===== src/rtl/mulfrac_unit.sv =====
module mulfrac_unit #(
  parameter int OPW = 8
) (
  input  logic           clk,
  input  logic           rst_n,
  input  logic [OPW-1:0] op_a,
  input  logic [OPW-1:0] op_b,
  input  logic [2:0]     mode,
  input  logic           start,
  output logic [OPW-1:0] prod_hi,
  output logic [OPW-1:0] prod_lo,
  output logic           flag_z,
  output logic           flag_c,
  output logic           done
);
  localparam int PW = 2 * OPW;

  logic          busy;
  logic          frac_q;
  logic [PW-1:0] ea_q, eb_q;
  logic [PW-1:0] raw, res;
  logic          sgn_a, sgn_b, accept;

  assign accept = start && !busy;
  assign sgn_a  = (mode[1:0] == 2'b01) || (mode[1:0] == 2'b10);
  assign sgn_b  = (mode[1:0] == 2'b01);

  // operands widened to the product width so the low half of the
  // wrapped product equals the signed / unsigned product
  always_ff @(posedge clk) begin
    if (!rst_n) begin
      busy   <= 1'b0;
      frac_q <= 1'b0;
      ea_q   <= '0;
      eb_q   <= '0;
    end else begin
      busy <= accept;
      if (accept) begin
        frac_q <= mode[2];
        ea_q   <= {{OPW{sgn_a & op_a[OPW-1]}}, op_a};
        eb_q   <= {{OPW{sgn_b & op_b[OPW-1]}}, op_b};
      end
    end
  end

  assign raw = ea_q * eb_q;
  assign res = frac_q ? {raw[PW-2:0], 1'b0} : raw;

  always_ff @(posedge clk) begin
    if (!rst_n) begin
      prod_hi <= '0;
      prod_lo <= '0;
      flag_z  <= 1'b0;
      flag_c  <= 1'b0;
      done    <= 1'b0;
    end else begin
      done <= busy;
      if (busy) begin
        prod_hi <= res[PW-1:OPW];
        prod_lo <= res[OPW-1:0];
        flag_z  <= (res == '0);
        flag_c  <= raw[PW-1];
      end
    end
  end
endmodule



===== config.mk =====
export PLATFORM = sky130hd
export DESIGN_NAME = mulfrac_unit
export DESIGN_NICKNAME = d
export VERILOG_FILES = /design/src/rtl/mulfrac_unit.sv
export SDC_FILE = /design/constraint.sdc
export NUM_CORES = 1
export LEC_CHECK = 0
export BUFFER_PORTS_ARGS = -buffer_cell sky130_fd_sc_hd__buf_4
export CORE_UTILIZATION = 61
export CTS_CLUSTER_SIZE = 8
export DETAILED_ROUTE_END_ITERATION = 12
export PLACE_DENSITY = 0.92
export SYNTH_ARGS = -nofsm -noshare
export SYNTH_HDL_FRONTEND = slang
export SYNTH_SLANG_ARGS = --single-unit

===== constraint.sdc =====
create_clock -name clk -period 6.4 [get_ports clk]
set_clock_uncertainty 0.2 [all_clocks]
set_input_delay 0.32 -clock clk [delete_from_list [all_inputs] [get_ports clk]]
set_output_delay 0.32 -clock clk [all_outputs]
set_load 0.01 [all_outputs]

==> results.toml <==
[setup_path]
crit_path_start = "eb_q[0]"
ff2ff_path_depth = 14
crit_buf_inv = 1
critPathLaunchType = "register"
cp_max_fo = 12
crit_family = "adder cells"
path_common_cell = "fa_1"
cp_slowest_cell = "dfxtp_1"
r2r_slack_ps = 840
cp.required_ps = 6410
worstReg2RegStart = "eb_q[0]"
path_cells = "nand2_1, fa_1, inv_1, fa_1, fa_1, fa_1, fa_1, ha_1, and3_1, a211oi_4, o21ai_0, a311oi_2, mux2i_1, o21ba_2"
critPathMaxStageDelay_ps = 610
critPathCaptureType = "register"
crit_type = "reg -> reg"
crit_arrival_ps = 5570
r2r_end = "prod_hi[5]"

[logic_synthesis]
synth.cell_area_sq_um = 4440
ys_warn_count = 0
yosysMostFrequentCell = "nand2_1"
syn-num-nets = 633
syn_avg_cell_area_sq_um = 8.63
synthCells = 514
netlist.top_cell.by_area = "fa_1"
synth_area_leaders = "fa_1, dfxtp_1, ha_1"
synth_edf_count = 0
ys_types = 49
seq_area_frac_synth = 0.176
yosysTopAreaCellShare = 0.284
ys.flop_type = "dfxtp_1"
synth_seq_cells = 39
async_reset_ff_frac = 0
yosys-top-cells-count = "nand2_1, inv_1, fa_1"

[sta]
worstMarginPinSlew_ps = 1030
period_share = 0.869
finalSetupTns_ps = 0
finalHoldViolCount = 0
max_slew_margin = 0.310
rsz0062_at_grt = "no"
setup_viol = 0
fmax_mhz = 180
drv_slew = 0
post-route-min-period_ps = 5560

[hold_path]
hp-start = "mode[2]"
min_path_cells = 3
min_to = "frac_q"
hold_path.class = "in -> reg"

[grt]
grt_pass1_wl_um = 17200
antenna_found_initial = 0
grt-ovfl-total = 0
grt_pass1_vias = 3777
track_usage = 0.298
grt_max_degree = 36

[clock_tree]
ctsRootBufferMaster = "clkbuf_8"
clock-sinks = 39
numCtsBuffers = 5
clk_latency_ps = 310
cts_setup_buffers = 0
ctsHoldBuffers = 0
cts_resized = 0
path_clk_slew_ps = 90
cts_tree = "yes"
clockBufferDepth = 2
cts_max_level = 2

[floorplan]
die_h_um = 87.3
core_area_sq_um = 6910
ioPinCount = 41
die_area_sq_um = 7620
die_w_um = 87.3
rows = 30
start_util = 0.642

[routing]
antenna_left = 0
wl_met3_um = 604
dr.pass1.iters = 5
routed_wire_length_per_instance_um = 16.4
drt_iter0_drc = 300
wl_met2_um = 5450
via_per_inst = 5.66
wl_um = 10300
drc = 0
wl_met1_um = 3880
top_layer = "met4"
via_count = 3554

[final_layout]
antenna_cells = 0
syn_to_final_growth_pct = 8.91
layout-drive-gt1-share = 0.111
final_nets = 650
nFillCells = 514

[pwr]
vdd_ir_drop_max_mv = 0.155
p_total_mw = 0.675
p_leak_nw = 2.49
powerDensity_nw_per_um2 = 140

[placed_design]
hpwl_um = 7960
port_buffers = 40
place_congestion = 0.894

[outcome]
outcome = "completed"

[flow_run]
maxCapViolations = 0
==> per-stage QoR <==
| stage | cell area (sq um) | hold slack, ps | utilization | setup WS [ps] | instances |
|---|---|---|---|---|---|
| 6_report | 4830 | 53.5 | 0.700 | 838 | 628 |
| 5_1_grt | 4830 | 48.9 | 0.700 | 649 | 628 |
| 4_1_cts | 4830 | 54.3 | 0.700 | 869 | 628 |
| 3_5_place_dp | 4710 | 259 | 0.682 | 919 | 620 |
| 3_3_place_gp | 4710 | 253 | 0.682 | 1090 | 620 |
| 2_1_floorplan | 4440 | 254 | - | 1270 | 514 |
==> cells by family (layout without fill, tap and decap cells) <==
| group | count (synthesis) | count (layout) | synth area share |
|---|---|---|---|
| adders and majority gates | 97 | 97 | 0.380 |
| and+or+nand+nor | 174 | 174 | 0.181 |
| DFF | 39 | 39 | 0.176 |
| muxes | 9 | 9 | 0.0203 |
| xor gates and xnor gates | 16 | 16 | 0.0316 |
| buffers and inverters | 111 | 129 | 0.102 |
| AOI/OAI and AO/OA | 68 | 68 | 0.108 |
==> cells in the final DEF (no fill, tap or decap), types with 3 or more instances in the layout <==
cell / n
a211oi_1: 6
a21o_1: 4
a21oi_1: 30
a311oi_1: 4
and2_1: 30
and3_1: 5
buf_4: 41
clkbuf_8: 6
dfxtp_1: 39
fa_1: 63
ha_1: 34
inv_1: 79
mux2i_1: 9
nand2_1: 96
nand3_1: 3
nor2_1: 19
nor2b_1: 7
nor3_1: 4
o211a_1: 3
o21ai_0: 5
xnor2_1: 13
xor2_1: 3
==> where the power goes <==
part | internal [mW] | total, mW | switching [mW]
registers | 0.256 | 0.284 | 0.0278
clock network | 0.128 | 0.226 | 0.0981
logic | 0.0734 | 0.165 | 0.0915
total | 0.458 | 0.675 | 0.217
==> state kept, by name, indices dropped and copies added, names as in the netlist <==
| name | count |
|---|---|
| frac_q | 1 |
| done | 1 |
| prod_hi | 8 |
| flag_z | 1 |
| flag_c | 1 |
| prod_lo | 8 |
| eb_q | 9 |
| busy | 1 |
| ea_q | 9 |
==> worst register-to-register path, stage by stage (launching register included) <==
cell and delay (ps):
dfxtp_1 610, nand2_1 240, fa_1 560, inv_1 70
fa_1 520, fa_1 440, fa_1 570, fa_1 420
ha_1 360, and3_1 240, a211oi_4 330, o21ai_0 170
a311oi_2 390, mux2i_1 130, o21ba_2 220
==> final cells by class <==
type / count / area, sq um / share of cell area
inverters: 80 / 300 / 0.0621
multi-input cells: 364 / 3200 / 0.663
flip-flops and latches: 39 / 781 / 0.162
repair buffers: 41 / 308 / 0.0637
clock buffers: 6 / 82.6 / 0.0171
clock inverters: 2 / 38.8 / 0.00803
well taps: 96 / 120 / 0.0249
==> how the worst max path moves through the flow <==
| stage | endpoint | cells after the start |
|---|---|---|
| floorplan | prod_hi[5] | 15 |
| global placement | prod_hi[5] | 14 |
| detailed placement | prod_hi[5] | 14 |
| CTS | prod_hi[5] | 14 |
| global route | prod_hi[5] | 14 |
| finish | prod_hi[5] | 14 |
==> layer usage <==
metal  track usage  vias to the layer above
met2         0.527                      133
met3        0.0540                       37
met1         0.345                     1739
met5             0                        -
li1              -                     1645
met4         0.151                        0
Note: power is estimated with default switching activity, not from simulation.
